**config.mk**
```make
export PLATFORM = sky130hd
export DESIGN_NAME = tstz_seq
export DESIGN_NICKNAME = d
export VERILOG_FILES = /design/src/rtl/tstz_pkg.sv /design/src/rtl/tstz_decode.sv /design/src/rtl/tstz_flags.sv /design/src/rtl/tstz_seq.sv
export SDC_FILE = /design/constraint.sdc
export NUM_CORES = 1
export LEC_CHECK = 0
export ABC_AREA = 1
export BUFFER_PORTS_ARGS = -buffer_cell sky130_fd_sc_hd__buf_2
export CORE_MARGIN = 5
export CORE_UTILIZATION = 30
export DETAILED_ROUTE_END_ITERATION = 10
export GPL_TIMING_DRIVEN = 0
export REMOVE_ABC_BUFFERS = 1
export SYNTH_ARGS = -nofsm -noshare
export SYNTH_HDL_FRONTEND = slang
export SYNTH_HIERARCHICAL = 1
export SYNTH_SLANG_ARGS = --single-unit
```
**constraint.sdc**
```tcl
create_clock -name clk -period 6.3 [get_ports clk]
set_clock_uncertainty 0.1 [all_clocks]
set_input_delay 0.945 -clock clk [delete_from_list [all_inputs] [get_ports clk]]
set_output_delay 0.945 -clock clk [all_outputs]
set_load 0.005 [all_outputs]
```
**src/rtl/tstz_pkg.sv**
```systemverilog
package tstz_pkg;

    typedef enum logic [1:0] {
        SZ_BYTE = 2'd0,
        SZ_WORD = 2'd1,
        SZ_LONG = 2'd2
    } opsize_e;

    typedef enum logic [2:0] {
        ST_IDLE,
        ST_RD_HI,
        ST_RD_LO,
        ST_EVAL,
        ST_PREF
    } seq_state_e;

    typedef struct packed {
        seq_state_e  state;
        opsize_e     size;
        logic        postinc;
        logic [2:0]  regn;
        logic [31:0] ea;
        logic [31:0] opnd;
        logic        fn;
        logic        fz;
        logic        fv;
        logic        fc;
        logic        done;
        logic        illegal;
    } seq_regs_t;

    localparam logic [15:0] OPC_MASK  = 16'hFFC0;
    localparam logic [15:0] OPC_BYTE  = 16'h4A00;
    localparam logic [15:0] OPC_WORD  = 16'h4A40;
    localparam logic [15:0] OPC_LONG  = 16'h4A80;
    localparam logic [2:0]  MODE_DREG = 3'b000;
    localparam logic [2:0]  MODE_IND  = 3'b010;
    localparam logic [2:0]  MODE_PINC = 3'b011;

endpackage

```
**src/rtl/tstz_decode.sv**
```systemverilog
module tstz_decode
    import tstz_pkg::*;
(
    input  logic [15:0] instr,
    output logic        legal,
    output opsize_e     size,
    output logic        mem_mode,
    output logic        postinc,
    output logic [2:0]  regn
);
    logic [15:0] masked;
    logic        op_ok;
    logic        mode_ok;
    logic [2:0]  mode;

    always_comb begin
        masked  = instr & OPC_MASK;
        mode    = instr[5:3];
        regn    = instr[2:0];
        size    = SZ_BYTE;
        op_ok   = 1'b1;
        if (masked == OPC_BYTE)      size = SZ_BYTE;
        else if (masked == OPC_WORD) size = SZ_WORD;
        else if (masked == OPC_LONG) size = SZ_LONG;
        else                         op_ok = 1'b0;
        mode_ok  = (mode == MODE_DREG) || (mode == MODE_IND) || (mode == MODE_PINC);
        mem_mode = (mode == MODE_IND) || (mode == MODE_PINC);
        postinc  = (mode == MODE_PINC);
        legal    = op_ok && mode_ok;
    end
endmodule

```
**src/rtl/tstz_flags.sv**
```systemverilog
module tstz_flags
    import tstz_pkg::*;
#(
    parameter int DATA_W = 32
) (
    input  opsize_e           size,
    input  logic [DATA_W-1:0] opnd,
    output logic              neg,
    output logic              zero
);
    localparam int NSZ = 3;
    logic [NSZ-1:0] neg_w;
    logic [NSZ-1:0] zero_w;

    for (genvar g = 0; g < NSZ; g++) begin : g_width
        localparam int W = (8 << g) > DATA_W ? DATA_W : (8 << g);
        assign neg_w[g]  = opnd[W-1];
        assign zero_w[g] = (opnd[W-1:0] == '0);
    end

    always_comb begin
        unique case (size)
            SZ_WORD: begin neg = neg_w[1]; zero = zero_w[1]; end
            SZ_LONG: begin neg = neg_w[2]; zero = zero_w[2]; end
            default: begin neg = neg_w[0]; zero = zero_w[0]; end
        endcase
    end
endmodule

```
**src/rtl/tstz_seq.sv**
```systemverilog
module tstz_seq
    import tstz_pkg::*;
#(
    parameter int ADDR_W = 24
) (
    input  logic              clk,
    input  logic              rst_n,
    input  logic              start,
    input  logic [15:0]       instr,
    input  logic [ADDR_W-1:0] pc,
    output logic              idle,
    output logic [3:0]        rf_rd_idx,
    input  logic [31:0]       rf_rd_data,
    output logic              rf_wr_en,
    output logic [3:0]        rf_wr_idx,
    output logic [31:0]       rf_wr_data,
    output logic              bus_req,
    output logic              bus_prog,
    output logic [ADDR_W-1:0] bus_addr,
    input  logic              bus_ack,
    input  logic [15:0]       bus_rdata,
    output logic              flag_n,
    output logic              flag_z,
    output logic              flag_v,
    output logic              flag_c,
    output logic              done,
    output logic              illegal
);
    localparam int DATA_W = 32;

    seq_regs_t r_d, r_q;

    logic    dec_legal, dec_mem, dec_pinc;
    opsize_e dec_size;
    logic [2:0] dec_regn;
    logic    ev_neg, ev_zero;
    logic [31:0] step;
    logic [7:0]  lane;

    tstz_decode u_dec (
        .instr    (instr),
        .legal    (dec_legal),
        .size     (dec_size),
        .mem_mode (dec_mem),
        .postinc  (dec_pinc),
        .regn     (dec_regn)
    );

    tstz_flags #(.DATA_W(DATA_W)) u_flg (
        .size (r_q.size),
        .opnd (r_q.opnd),
        .neg  (ev_neg),
        .zero (ev_zero)
    );

    always_comb begin
        unique case (r_q.size)
            SZ_WORD: step = 32'd2;
            SZ_LONG: step = 32'd4;
            default: step = 32'd1;
        endcase
        lane = r_q.ea[0] ? bus_rdata[7:0] : bus_rdata[15:8];
    end

    always_comb begin
        r_d         = r_q;
        r_d.done    = 1'b0;
        r_d.illegal = 1'b0;
        bus_req     = 1'b0;
        bus_prog    = 1'b0;
        bus_addr    = '0;
        rf_wr_en    = 1'b0;
        rf_wr_idx   = {1'b1, r_q.regn};
        rf_wr_data  = r_q.ea + step;
        rf_rd_idx   = {dec_mem, dec_regn};

        unique case (r_q.state)
            ST_IDLE: begin
                if (start) begin
                    if (!dec_legal) begin
                        r_d.illegal = 1'b1;
                    end else begin
                        r_d.size    = dec_size;
                        r_d.postinc = dec_pinc;
                        r_d.regn    = dec_regn;
                        if (dec_mem) begin
                            r_d.ea    = rf_rd_data;
                            r_d.opnd  = '0;
                            r_d.state = ST_RD_HI;
                        end else begin
                            r_d.opnd  = rf_rd_data;
                            r_d.state = ST_EVAL;
                        end
                    end
                end
            end
            ST_RD_HI: begin
                bus_req  = 1'b1;
                bus_addr = r_q.ea[ADDR_W-1:0];
                if (bus_ack) begin
                    unique case (r_q.size)
                        SZ_BYTE: begin
                            r_d.opnd  = {24'd0, lane};
                            r_d.state = ST_EVAL;
                        end
                        SZ_WORD: begin
                            r_d.opnd  = {16'd0, bus_rdata};
                            r_d.state = ST_EVAL;
                        end
                        default: begin
                            r_d.opnd  = {bus_rdata, 16'd0};
                            r_d.state = ST_RD_LO;
                        end
                    endcase
                end
            end
            ST_RD_LO: begin
                bus_req  = 1'b1;
                bus_addr = r_q.ea[ADDR_W-1:0] + ADDR_W'(2);
                if (bus_ack) begin
                    r_d.opnd[15:0] = bus_rdata;
                    r_d.state      = ST_EVAL;
                end
            end
            ST_EVAL: begin
                r_d.fn    = ev_neg;
                r_d.fz    = ev_zero;
                r_d.fv    = 1'b0;
                r_d.fc    = 1'b0;
                rf_wr_en  = r_q.postinc;
                r_d.state = ST_PREF;
            end
            ST_PREF: begin
                bus_req  = 1'b1;
                bus_prog = 1'b1;
                bus_addr = pc;
                if (bus_ack) begin
                    r_d.done  = 1'b1;
                    r_d.state = ST_IDLE;
                end
            end
            default: r_d.state = ST_IDLE;
        endcase
    end

    always_ff @(posedge clk) begin
        if (!rst_n) begin
            r_q.state   <= ST_IDLE;
            r_q.size    <= SZ_BYTE;
            r_q.postinc <= 1'b0;
            r_q.regn    <= '0;
            r_q.ea      <= '0;
            r_q.opnd    <= '0;
            r_q.fn      <= 1'b0;
            r_q.fz      <= 1'b0;
            r_q.fv      <= 1'b0;
            r_q.fc      <= 1'b0;
            r_q.done    <= 1'b0;
            r_q.illegal <= 1'b0;
        end else begin
            r_q <= r_d;
        end
    end

    assign idle    = (r_q.state == ST_IDLE);
    assign flag_n  = r_q.fn;
    assign flag_z  = r_q.fz;
    assign flag_v  = r_q.fv;
    assign flag_c  = r_q.fc;
    assign done    = r_q.done;
    assign illegal = r_q.illegal;

endmodule

```
Word level (Yosys, flattened, before mapping)
Index checks and enable logic that the tools add are counted.
{"block": "totals", "reg_bits": 77, "in_bits": 92, "output_inout_bits": 74, "word_cells": 81}
{"block": "classes", "n_addsub": 2, "eq_ne": 16, "muxes": 31, "n_reduce_logical": 21}
{"cell": "2-to-1 mux 73 bit", "count": 2}
{"cell": "2-to-1 mux 32 bit", "count": 3}
{"cell": "case mux 24 bit (3 select lines)", "count": 1}
{"cell": "case mux 32 bit (2 select lines)", "count": 1}
{"cell": "case mux 16 bit (3 select lines)", "count": 1}
{"cell": "adder 32 bit", "count": 1}
{"cell": "logical NOT 32 bit", "count": 1}
{"cell": "case mux 16 bit (2 select lines)", "count": 1}
{"cell": "== test 10 x 9 -> 1 bit, second input constant", "count": 3}
{"cell": "adder 24 x 2 -> 24 bit, second input constant", "count": 1}
{"cell": "logical NOT 16 bit", "count": 1}
{"cell": "2-to-1 mux 16 bit", "count": 1}
{"cell": "case mux 3 bit (5 select lines)", "count": 1}
{"cell": "== test 3 x 2 -> 1 bit, second input constant", "count": 4}
{"cell": "AND reduction 5 bit", "count": 2}
{"cell": "2-to-1 mux 1 bit", "count": 9}
{"cell": "2-to-1 mux 3 bit", "count": 3}
{"cell": "logical NOT 8 bit", "count": 1}
{"cell": "2-to-1 mux 2 bit", "count": 4}
{"cell": "2-to-1 mux 8 bit", "count": 1}
{"cell": "inequality test 2 bit, second input constant", "count": 4}
{"cell": "AND reduction 4 bit", "count": 2}
{"cell": "logical NOT 3 bit", "count": 2}
{"cell": "case mux 3 bit (2 select lines)", "count": 1}
{"cell": "other kinds (15)", "count": 19}

Depth between registers and ports, before layout
Gate-level depths: netlist of the first run.
{"block": "depth", "word_depth": 8, "depth_mapped": 14}

Cells and area by module
The synthesis of the first run kept the hierarchy.
{"mod": "tstz_seq", "instances": 1, "cells_each": 908, "area_each_um2": 5499.0, "seq_area_each_um2": 1541.5}
{"mod": "tstz_flags", "instances": 1, "cells_each": 36, "area_each_um2": 192.7, "seq_area_each_um2": 0.0}
{"mod": "tstz_decode", "instances": 1, "cells_each": 27, "area_each_um2": 133.9, "seq_area_each_um2": 0.0}

Worst setup path before layout of the first run
Ideal clock, no wire load.
{"block": "synth_path", "path_kind": "flip-flop to output port", "from": "register, netlist name r_q[74]", "to": "output rf_wr_data[18]", "t_arrival_ps": 1999, "required_ps": 5255, "path_slack_ps": 3256, "path_stages_with_launch": 12, "path_buffers": 0, "path_cell_list": "dfxtp_1 inv_1 ha_1 inv_1 ha_1 fa_1 nand2_1 a21oi_2 nand2_1 nor2_1 nand2_1 xor2_1"}
{"block": "synth_via", "elab_chain_cells": 3, "word_cells_on_any_way": 4}
{"item": "== test 2 bit or == test 2 x 1 -> 1 bit (tied branches)", "line": "tstz_seq.sv:57", "source": "unique case (r_q.size)"}
{"item": "case mux 3 bit (2 select lines) *", "line": "tstz_seq.sv:57"}
{"item": "adder 32 bit *", "line": "tstz_seq.sv:74", "source": "rf_wr_data = r_q.ea + step;"}
{"item": "to (decl)", "line": "tstz_seq.sv:16", "source": "output logic [31:0] rf_wr_data,"}
Mark *: on every way between the ends. The rest lies on a longest branch, timed or not.

Worst setup path after layout of the first run
{"block": "layout_path", "from": "input instr[5]", "to": "register r_q[47] (netlist bit)"}
{"block": "layout_via", "elab_chain_cells": 5, "word_cells_on_any_way": 8}
{"item": "from (decl)", "line": "tstz_seq.sv:9", "source": "input logic [15:0] instr,"}
{"item": "== test 3 x 2 -> 1 bit or logical NOT 3 bit (tied branches)", "line": "tstz_decode.sv:26", "source": "mode_ok = (mode == MODE_DREG) || (mode == MODE_IND) || (mode == MODE_PINC);"}
{"item": "logical OR 1 bit", "line": "tstz_decode.sv:26"}
{"item": "logical OR 1 bit *", "line": "tstz_decode.sv:26"}
{"item": "logical AND 1 bit *", "line": "tstz_decode.sv:29", "source": "legal = op_ok && mode_ok;"}
{"item": "named net dec_legal", "line": "tstz_seq.sv:33", "source": "logic dec_legal, dec_mem, dec_pinc;"}
{"item": "AND reduction 4 bit (no line) *"}
{"item": "to (signal assigned)", "line": "tstz_seq.sv:161", "source": "r_q <= r_d;"}
{"item": "to (decl)", "line": "tstz_seq.sv:31", "source": "seq_regs_t r_d, r_q;"}
The timed path passes the listed nets; every way through them passes the cells marked *.
A chain may end at the register's enable or synchronous reset.

==> summary.md, run 1 <==
| Metric | Value |
|---|---|
| Status | `completed` |
| # IOs | `roughly 170` |
| WP data required | `around 6400 ps` |
| DRC viols | `0` |
| Total grt overflow | `0` |
| FP Rows | `51` |
| Slew Viols, Final | `0` |
| Layout Nets | `1,198` |
| Sequential fraction of the synthesis area | `0.265` |
| DIE WIDTH | `between 100 and 150 µm` |
| Rel. slew slack | `0.250` |
| Largest family of logic cells by synthesized area | `simple AND/OR/NAND/NOR gates` |
| Setup violation total in the final timing report | `0` |
| Xor and xnor area share after synthesis | `0.0346` |
| Initial antenna violation count | `4` |
| Sw Share | `0.266` |
| Diodes inserted | `0` |
| Unrepaired setup endpoints after global routing | `no` |
| Sequential Area | `around 0.0015 mm²` |
| Avg Synthesized Cell Area | `around 6.0 µm²` |
| R2R cell count | `6` |
| Fill cell count | `between 2,000 and 2,500` |
| Clock power frac | `0.464` |
| R2R Path Start | `r_q[77]` |
| Vias per cell | `around 4.8` |
| Synth top area cells | `dfxtp_1 (26%), nand2_1 (18%), nor2_1 (9.1%)` |
| Synth Area in Compound Gates | `0.135` |
| Remaining antenna violation count | `0` |
| Initial Util | `0.302` |
| R2R setup slack | `between 2000 and 3000 ps` |
| Buffers on Ports | `approximately 160` |
| Crit path max fanout | `36` |
| Warnings, synthesis | `6` |
| Final Hold Fails | `0` |
| Final Wtd Congestion | `about 0.88` |
| CP arrival | `4270 ps` |
| Cts-stage hold buffer count | `0` |
| Area after DPL | `between 0.006 and 0.007 mm²` |
| Die area | `~0.022 mm²` |
| WHS Path Cells | `2` |
| Area of the mapped netlist | `slightly below 0.006 mm²` |
| Vias in the first global route | `a little over 6,000` |
| Layout cells sized above 1 | `0.189` |
| H-tree depth | `3` |
| Reg-to-reg endpoint | `r_q[47]` |
| Die height | `149 µm` |
| First-pass GRT wire length | `around 32,000 µm` |
| GRT Total Usage | `0.184` |
| Startpoint types | `input pin` |
| Comb pwr share | `0.120` |
| Commonest cells post-synth | `nand2_1 (275), nor2_1 (142), inv_1 (98)` |
| Synth unique cells | `36` |
| Switching power total | `318 µW` |
| Max Buffers Root-to-Sink | `2` |
| Pleak | `roughly 0.0034 µW` |
| Fin area | `0.00698 mm²` |
| Synth Area in Simple Gates | `0.419` |
| Worst-margin pin slew | `1130 ps` |
| CTS tree | `built` |
| Max_cap viols | `0` |
| Post-synth EDFFs | `0` |
| Reg power frac | `0.416` |
| Avg WL per Cell | `around 15 µm` |
| Ys async rst share | `0` |
| CTS resizes | `0` |
| Synth Flop Type | `dfxtp_1` |
| F_max | `~0.24 GHz` |
| Tcrit/Tclk final | `0.659` |
| Crit path kind | `input pin to flip-flop` |
| Core region area | `roughly 0.019 mm²` |
| Area growth, synth to finish | `19.9%` |
| CP endpoint kind | `flip-flop` |
| Hold Crit Start | `r_q[73]` |
| Iteration-0 DRC count of the detailed router | `494` |
| Post-synth top area cell | `dfxtp_1` |
| Post-Synth Adder-Cell Area | `0.0249` |
| Pwr/cell area | `171 mW/mm²` |
| VDD IR max | `between 100 and 150 µV` |
| Mux cell area share after synthesis | `0` |
| Clock Pin Slew Worst Setup and Hold Paths | `about 60 ps` |
| TritonRoute pass-1 iters | `4` |
| Setup Buffers After CTS | `0` |
| Largest net degree at the start of global routing | `between 70 and 80` |
| Vias | `about 6,500` |
| Total CTS buffers | `9` |
| Post-Syn Instances | `about 970` |
| Internal power | `roughly 900 µW` |
| Area of the multi-input gates | `between 0.003 and 0.004 mm²` |
| Tmin final | `between 4000 and 5000 ps` |
| Hold Path End | `r_q[73]` |
| CTS Sinks | `just under 80` |
| Flops & latches, synth | `77` |
| Root Driver | `clkbuf_16` |
| Count leader, synth | `nand2_1` |
| Hold crit path type | `flip-flop to flip-flop` |
| Yosys top cell area share | `0.265` |
| Post-DP HPWL | `16,200 µm` |
| WL final | `about 21,000 µm` |
| Final TNS setup | `0 ps` |
| Worst skew pair latency | `350 ps` |
per-stage QoR:
stage | util | power, µW | setup slack [ps] | cells | hold WS (ps)
floorplan | - | 575 | 2930 | 922 | 329
global placement | 0.346 | 651 | 1760 | 1349 | 340
detailed placement | 0.346 | 651 | 1750 | 1349 | 346
CTS | 0.362 | 1200 | 2130 | 1365 | 356
global route | 0.362 | 1240 | 1730 | 1365 | 391
finish | 0.362 | 1200 | 2150 | 1365 | 354
placed cells by master (no fill, tap or decap), drive strengths merged, types with 2 or more instances in the layout:
| master | instances |
|---|---|
| a21oi | 52 |
| buf | 162 |
| clkbuf | 13 |
| clkinv | 2 |
| conb | 3 |
| dfxtp | 77 |
| ha | 10 |
| inv | 105 |
| nand2 | 279 |
| nand3 | 72 |
| nand3b | 21 |
| nand4 | 13 |
| nor2 | 152 |
| nor3 | 11 |
| nor4 | 2 |
| o211ai | 7 |
| o21ai | 87 |
| o21bai | 3 |
| xor2 | 23 |
sequential cells by signal, summed over array words and instances, names as in the netlist:
name,count
flag_z,1
done,1
r_q,70
flag_n,1
rf_wr_idx,3
illegal,1
kinds of logic (layout without fill, tap and decap cells):
kind of cell	count (synthesis)	in the layout
AOI/OAI and AO/OA	150	150
adders and majority gates	11	11
and+or+nand+nor	552	552
DFF	77	77
buffers and inverters	156	284
xor gates and xnor gates	23	23
other	2	3
final cells by class:
class	count	share of cell area
multi-input combinational	739	0.514
clock buffer	13	0.0387
inverter	106	0.0573
sequential	77	0.221
clock inverter	3	0.00609
tap	265	0.0475
timing repair buffer	162	0.116
how the worst max path moves through the flow:
stage          startpoint  slack (ps)  cells past startpoint  endpoint
2_1_floorplan    instr[4]        2930                     11   r_q[39]
3_3_place_gp     instr[5]        1760                     11   r_q[69]
3_5_place_dp     instr[5]        1750                     11   r_q[47]
4_1_cts          instr[5]        2130                     11   r_q[47]
5_1_grt          instr[4]        1730                     12   r_q[47]
6_report         instr[5]        2150                     11   r_q[47]
power groups by stage:
stage	Clock (µW)	Combinational [µW]	Sequential, µW
after floorplan	0	66.9	508
after global placement	0	142	508
after detailed placement	0	142	509
after CTS	563	143	498
after global routing	582	159	498
final	556	144	498
critical path, cell delays in order:
cell and delay [ps]:
buf_2 110, nor2_1 270, nor2_1 90, nor2_1 140, nand2_1 110, inv_1 80, nand3_2 520, nor2_2 1020
inv_2 530, o21ai_0 380, a21oi_1 60
routing by layer:
layer  track usage  routed length [µm]  vias up
met1         0.248                9360     2864
li1              -                   -     3328
met2         0.291                9430      258
met5             0                  43        -
met4        0.0540                 438        8
met3        0.0450                1740       33
Power figures use the tool's default switching activity.
==> run 2, diff against run 1 <==
- clock period: 6.3 -> 3.7 ns (I/O delays scaled with it)
==> run 2 against run 1 <==
Compared with the run above: via count shrank 0.31%; sequential power increased by 70%; non-clock buffer count stayed put; setup slack worse by 1900 ps; largest cell class unchanged; total power rose by 70%.
==> summary.md, run 2 (same netlist as run 1, synthesis figures left out) <==
| Metric | Value |
|---|---|
| Rel. slew slack | `0.251 (+0.00143)` |
| Die area | `0.0223 mm² (unchanged)` |
| Final Wtd Congestion | `0.878 (unchanged)` |
| Remaining antenna violation count | `0 (unchanged)` |
| Largest net degree at the start of global routing | `73 (unchanged)` |
| Sw Share | `0.263 (-0.00209)` |
| CP endpoint kind | `output port` |
| Root Driver | `clkbuf_16` |
| F_max | `between 0.2 and 0.3 GHz` |
| R2R Path Start | `r_q[77]` |
| Startpoint types | `flip-flop` |
| Final Hold Fails | `0 (unchanged)` |
| Pleak | `0.00335 µW (about the same)` |
| Worst path max stage delay | `600 ps (-420 ps)` |
| Iteration-0 DRC count of the detailed router | `465 (-5.9%)` |
| Clock Pin Slew Worst Setup and Hold Paths | `60 ps (about the same)` |
| H-tree depth | `3 (unchanged)` |
| Worst-margin pin slew | `1120 ps (-2.14 ps)` |
| Layout Nets | `1,198 (unchanged)` |
| CP max-delay cell | `o21ai_0` |
| Fill cell count | `2,146 (-0.23%)` |
| Fin area | `0.00700 mm² (+0.29%)` |
| DIE WIDTH | `149 µm (unchanged)` |
| Post-DP HPWL | `16,200 µm (unchanged)` |
| CTS tree | `built` |
| Tcrit/Tclk final | `0.941` |
| Buffers on Ports | `162 (unchanged)` |
| Initial antenna violation count | `4 (unchanged)` |
| Start point of the critical path | `r_q[74]` |
| Status | `completed` |
| Clock power frac | `0.463 (about the same)` |
| DRC viols | `0 (unchanged)` |
| Largest reg by FF count | `r_q` |
| Area after DPL | `0.00667 mm² (unchanged)` |
| CP arrival | `2830 ps (-1440 ps)` |
| GRT Total Usage | `0.184 (unchanged)` |
| Pwr/cell area | `290 mW/mm² (+69%)` |
| Setup Buffers After CTS | `0 (unchanged)` |
| Max reg flops | `70 (unchanged)` |
| Avg WL per Cell | `15.4 µm (about the same)` |
| FP Rows | `51 (unchanged)` |
| WL final | `21,000 µm (about the same)` |
| Critical path's top delay family | `adder cells` |
| Layout cells sized above 1 | `0.193 (+0.00364)` |
| Vias per cell | `4.74 (-0.31%)` |
| Vias | `6,471 (-0.31%)` |
| Reg power frac | `0.417 (about the same)` |
| Total CTS buffers | `9 (unchanged)` |
| Vias in the first global route | `6,037 (unchanged)` |
| Crit path kind | `flip-flop to output port` |
| Worst path cell trace | `inv_1, ha_1, ha_1, nand2_1, nand2_1, o21ai_0, nor2_1, xor2_1, buf_2` |
| CTS Sinks | `77 (unchanged)` |
| Tmin final | `3480 ps` |
| Internal power | `1500 µW (+70%)` |
| Setup violation total in the final timing report | `0 (unchanged)` |
| Area growth, synth to finish | `20.2%` |
| WP data required | `3040 ps (-3370 ps)` |
| WHS | `353 ps (-0.819 ps)` |
| Commonest non-fill, non-tap cell in the layout | `nand2_1` |
| TritonRoute pass-1 iters | `5 (+1)` |
| # IOs | `166 (unchanged)` |
| Final core occ | `0.363 (+0.00104)` |
| Hold Crit Start | `r_q[73]` |
| Total grt overflow | `0 (unchanged)` |
| Max Buffers Root-to-Sink | `2 (unchanged)` |
| Initial Util | `0.302 (unchanged)` |
| VDD IR max | `190 µV (+69%)` |
| Unrepaired setup endpoints after global routing | `no` |
| Max_cap viols | `0 (unchanged)` |
| Switching power total | `536 µW (+68%)` |
| Die height | `149 µm (unchanged)` |
| Worst skew pair latency | `350 ps (about the same)` |
| Diodes inserted | `0 (unchanged)` |
| CTS resizes | `1 (+1)` |
| Hold crit path type | `flip-flop to flip-flop` |
| Core region area | `0.0193 mm² (unchanged)` |
| CP Buf/Inv Count | `2 (-1)` |
| Slew Viols, Final | `0 (unchanged)` |
| Comb pwr share | `0.120 (about the same)` |
| Crit path max fanout | `5 (-86%)` |
| Most frequent cells in the layout | `nand2_1 (274), buf_2 (162), nor2_1 (140), inv_1 (98), o21ai_0 (86)` |
| First-pass GRT wire length | `32,400 µm (unchanged)` |
| Cts-stage hold buffer count | `0 (unchanged)` |
[run 2: path summary, 6_finish.rpt]
kind,slack (ps),cells after the start,end
worst min-delay path,350,2,r_q[73]
worst max register to register,590,6,r_q[47]
worst max-delay path,220,9,rf_wr_data[9]
worst min register to register,350,2,r_q[73]
[run 2: area by class of cell]
class                           count  area (µm²)  share of cell area
Multi-Input combinational cell    739        3610               0.515
Sequential cell                    77        1540               0.220
Timing Repair Buffer              162         811               0.116
Inverter                          106         400              0.0572
Tap cell                          265         332              0.0473
Clock buffer                       13         270              0.0386
Clock inverter                      3        42.5             0.00607
[run 2: routing by layer]
layer  part of all wire  track usage  up-vias
li1                   -            -     3332
met1               0.45        0.248     2863
met2               0.45        0.291      234
met3              0.082       0.0450       34
met4              0.019       0.0540        8
met5             0.0020            0        -
[run 2: power by group through the flow]
stage                     clock network [µW]  registers [µW]  logic (µW)
after floorplan                            0             865         114
after global placement                     0             866         242
after detailed placement                   0             866         242
after CTS                                959             848         244
after global routing                     990             849         271
final                                    941             848         244
[run 2: per-stage QoR]
stage / total power, µW / setup TNS, ps / setup WS (ps) / instances
floorplan: 979 / 0 / 725 / 922
global placement: 1110 / -6850 / -449 / 1349
detailed placement: 1110 / -7530 / -463 / 1349
CTS: 2050 / 0 / 31.7 / 1365
global route: 2110 / 0 / 3.98 / 1365
finish: 2030 / 0 / 218 / 1365
[run 2: worst register-to-register path: cells and delay by family (launching register included)]
kind,cells,cell delay [ps]
compound gates,2,440
simple gates,3,1540
buf+inv,1,440
flops,1,450
==> run 3, diff against run 2 <==
- CAP_MARGIN: not set -> 40
- GPL_ROUTABILITY_DRIVEN: not set -> 1
- SYNTH_HIERARCHICAL: 1 -> not set
==> run 3 against run 2 <==
Compared with the run above: sequential power is 2% lower; global-route usage is 1.1 points lower; clock-buffer cell count is 2 lower; maximum frequency is 0.91% lower; final cell count is 6.2% lower; synthesized cell count is 6.5% lower; clock power is 14% lower; area after synthesis is 4.1% lower; design area is 2.6% lower; non-clock buffer count is 6 higher; critical path type unchanged.
==> summary.md, run 3 <==
| Metric | Value |
|---|---|
| First-pass GRT wire length | `30,400 µm (-6.2%)` |
| Layout Nets | `1,141 (-4.8%)` |
| Count leader, synth | `nand2_1` |
| Flops & latches, synth | `77 (unchanged)` |
| Synth unique cells | `38 (+5.6%)` |
| Iteration-0 DRC count of the detailed router | `337 (-28%)` |
| VDD IR max | `197 µV (+3.3%)` |
| # IOs | `166 (unchanged)` |
| Avg Synthesized Cell Area | `6.15 µm² (+2.6%)` |
| Largest net degree at the start of global routing | `53 (-27%)` |
| Sequential fraction of the synthesis area | `0.276 (+0.0113)` |
| Pwr/cell area | `258 mW/mm² (-11%)` |
| Core region area | `0.0185 mm² (-3.9%)` |
| Synth top area cells | `dfxtp_1 (28%), nand2_1 (11%), nor2_1 (10%)` |
| Start point of the critical path | `r_q[74]` |
| H-tree depth | `3 (unchanged)` |
| Worst path max stage delay | `360 ps (-240 ps)` |
| Ys async rst share | `0 (unchanged)` |
| WHS | `356 ps (+2.60 ps)` |
| Max reg flops | `70 (unchanged)` |
| Vias in the first global route | `5,775 (-4.3%)` |
| TritonRoute pass-1 iters | `4 (-1)` |
| DRC viols | `0 (unchanged)` |
| Worst-margin pin slew | `729 ps (-394 ps)` |
| Commonest cells post-synth | `nand2_1 (157), nor2_1 (153), inv_1 (125)` |
| Slew Viols, Final | `0 (unchanged)` |
| Remaining antenna violation count | `0 (unchanged)` |
| Buffers on Ports | `162 (unchanged)` |
| Total grt overflow | `0 (unchanged)` |
| Layout cells sized above 1 | `0.207 (+0.0138)` |
| Worst path cell trace | `inv_1, ha_4, inv_1, ha_2, inv_1, fa_2, nor2_1, nor2_1, nor2_2, nand2_1, nor2_2, nand4_1, xor2_1, buf_2` |
| WP data required | `3040 ps (about the same)` |
| Diodes inserted | `0 (unchanged)` |
| Yosys top cell area share | `0.276 (+0.0113)` |
| Vias per cell | `4.77 (+0.61%)` |
| Max_cap viols | `0 (unchanged)` |
| Avg WL per Cell | `15.1 µm (-1.6%)` |
| Vias | `6,105 (-5.7%)` |
| Crit path kind | `flip-flop to output port` |
| Hold Crit Start | `instr[2]` |
| Startpoint types | `flip-flop` |
| Die height | `146 µm (-1.9%)` |
| Warnings, synthesis | `0 (-6)` |
| Die area | `0.0215 mm² (-3.8%)` |
| Most frequent CP cell | `inv_1` |
| Commonest non-fill, non-tap cell in the layout | `buf_2` |
| CP Buf/Inv Count | `4 (+2)` |
| Final Hold Fails | `0 (unchanged)` |
| Post-synth top area cell | `dfxtp_1` |
| Status | `completed` |
| F_max | `0.285 GHz (-0.91%)` |
| WL final | `19,400 µm (-7.8%)` |
| Tcrit/Tclk final | `0.950 (+0.00860)` |
| GRT Total Usage | `0.173 (-0.0105)` |
| Post-DP HPWL | `15,500 µm (-4.0%)` |
| Area growth, synth to finish | `22.1%` |
| Total CTS buffers | `9 (unchanged)` |
| Most frequent cells in the layout | `buf_2 (162), nand2_1 (156), nor2_1 (149), inv_1 (125), o21ai_0 (76)` |
| CTS Sinks | `77 (unchanged)` |
| Final Wtd Congestion | `0.959 (+9.2%)` |
| CTS tree | `built` |
| FP Rows | `50 (-2.0%)` |
| Initial Util | `0.302 (-0.000609)` |
| R2R Path Start | `r_q[75]` |
| Critical path's top delay family | `simple AND/OR/NAND/NOR gates` |
| Total Power | `1760 µW (-14%)` |
| DIE WIDTH | `146 µm (-1.9%)` |
| Worst skew pair latency | `340 ps (about the same)` |
| CP endpoint kind | `output port` |
| Root Driver | `clkbuf_16` |
| CP arrival | `2860 ps (+30 ps)` |
| Initial antenna violation count | `0 (-4)` |
| CP max-delay cell | `fa_2` |
| Clock Pin Slew Worst Setup and Hold Paths | `60 ps (about the same)` |
| Post-Syn Instances | `908 (-6.5%)` |
| Setup violation total in the final timing report | `0 (unchanged)` |
| Tmin final | `3510 ps (+31.8 ps)` |
| Max Buffers Root-to-Sink | `2 (unchanged)` |
| Rel. slew slack | `0.512 (+0.261)` |
| Pre-CTS setup slack | `270 ps (+733 ps)` |
| Area of the mapped netlist | `0.00559 mm² (-4.1%)` |
| Hold crit path type | `input pin to flip-flop` |
| Post-synth EDFFs | `0 (unchanged)` |
| Pleak | `0.00330 µW (-1.5%)` |
| Largest reg by FF count | `r_q` |
| Crit path max fanout | `4 (-1)` |
| Fill cell count | `2,106 (-1.9%)` |
| Synth Flop Type | `dfxtp_1` |
| Setup ws final | `186 ps (-31.8 ps)` |
-- run 3: changes by cell type after synthesis, moves of 6 or more --
cell,previous run,this run
nor3_1,5,30
nor2_1,142,153
nand2_1,275,157
nand4_1,13,20
nand3_1,70,59
o211ai_1,7,18
xnor2_1,0,6
nand3b_1,21,8
o21ai_0,86,77
inv_1,98,125
o21ai_1,1,8
-- run 3: power breakdown --
group / internal [µW] / total [µW] / switching, µW
Combinational: 48.4 / 121 / 72.4
Sequential: 830 / 830 / 0.357
Clock: 455 / 805 / 349
Total: 1330 / 1760 / 422
-- run 3: worst register-to-register path, stage by stage (launching register included) --
cell and delay [ps]:
dfxtp_2 340, inv_1 80, ha_1 240, nor2_1 590, nand2_1 370, o21ai_0 260
nor2_1 60, nor2_1 80
-- run 3: cells by family (layout without fill, tap and decap cells) --
group | after synthesis | after routing | synth area share
simple gates | 444 | 444 | 0.355
buf+inv | 179 | 316 | 0.137
xor+xnor | 30 | 30 | 0.0470
fa+ha+maj | 8 | 8 | 0.0193
flops | 77 | 77 | 0.276
compound gates | 168 | 168 | 0.165
other cells | 2 | 3 | 0.00134
-- run 3: routing by layer --
layer  track usage  wire (µm)  vias to the layer above
li1              -          -                     3178
met1         0.228       8970                     2732
met2         0.296       9150                      168
met3        0.0264        908                       27
met4        0.0470        338                        0
met5             0          0                        -
-- run 3: stage by stage --
step / instances / area (µm²) / util / TNS [ps]
finish: 1280 / 6820 / 0.368 / 0
global route: 1280 / 6820 / 0.368 / -9.71
CTS: 1280 / 6790 / 0.367 / 0
detailed placement: 1262 / 6490 / 0.351 / 0
global placement: 1258 / 6430 / 0.347 / 0
floorplan: 862 / 5320 / - / 0
-- run 3: final cells by class --
cell class / count / area, µm² / area share
multi-input combinational: 653 / 3330 / 0.488
sequential: 77 / 1540 / 0.226
timing repair buffer: 168 / 892 / 0.131
inverter: 132 / 495 / 0.0727
tap: 234 / 293 / 0.0429
clock buffer: 11 / 233 / 0.0341
clock inverter: 5 / 36.3 / 0.00532
-- run 3: timing repair --
item                                   CTS  global route
resized for setup                        5             7
pin swaps                                1             4
hold buffers                             0             0
endpoints found under the hold margin    0             0
setup endpoints to repair                2             6
setup buffers                            2             0
-- run 3: worst paths after layout --
kind | end | slack, ps | cells after the start
worst max-delay path | rf_wr_data[30] | 190 | 14
worst min-delay path | rf_wr_idx[2] | 360 | 3
worst max register to register | r_q[37] | 1530 | 7
worst min register to register | rf_wr_idx[2] | 400 | 2
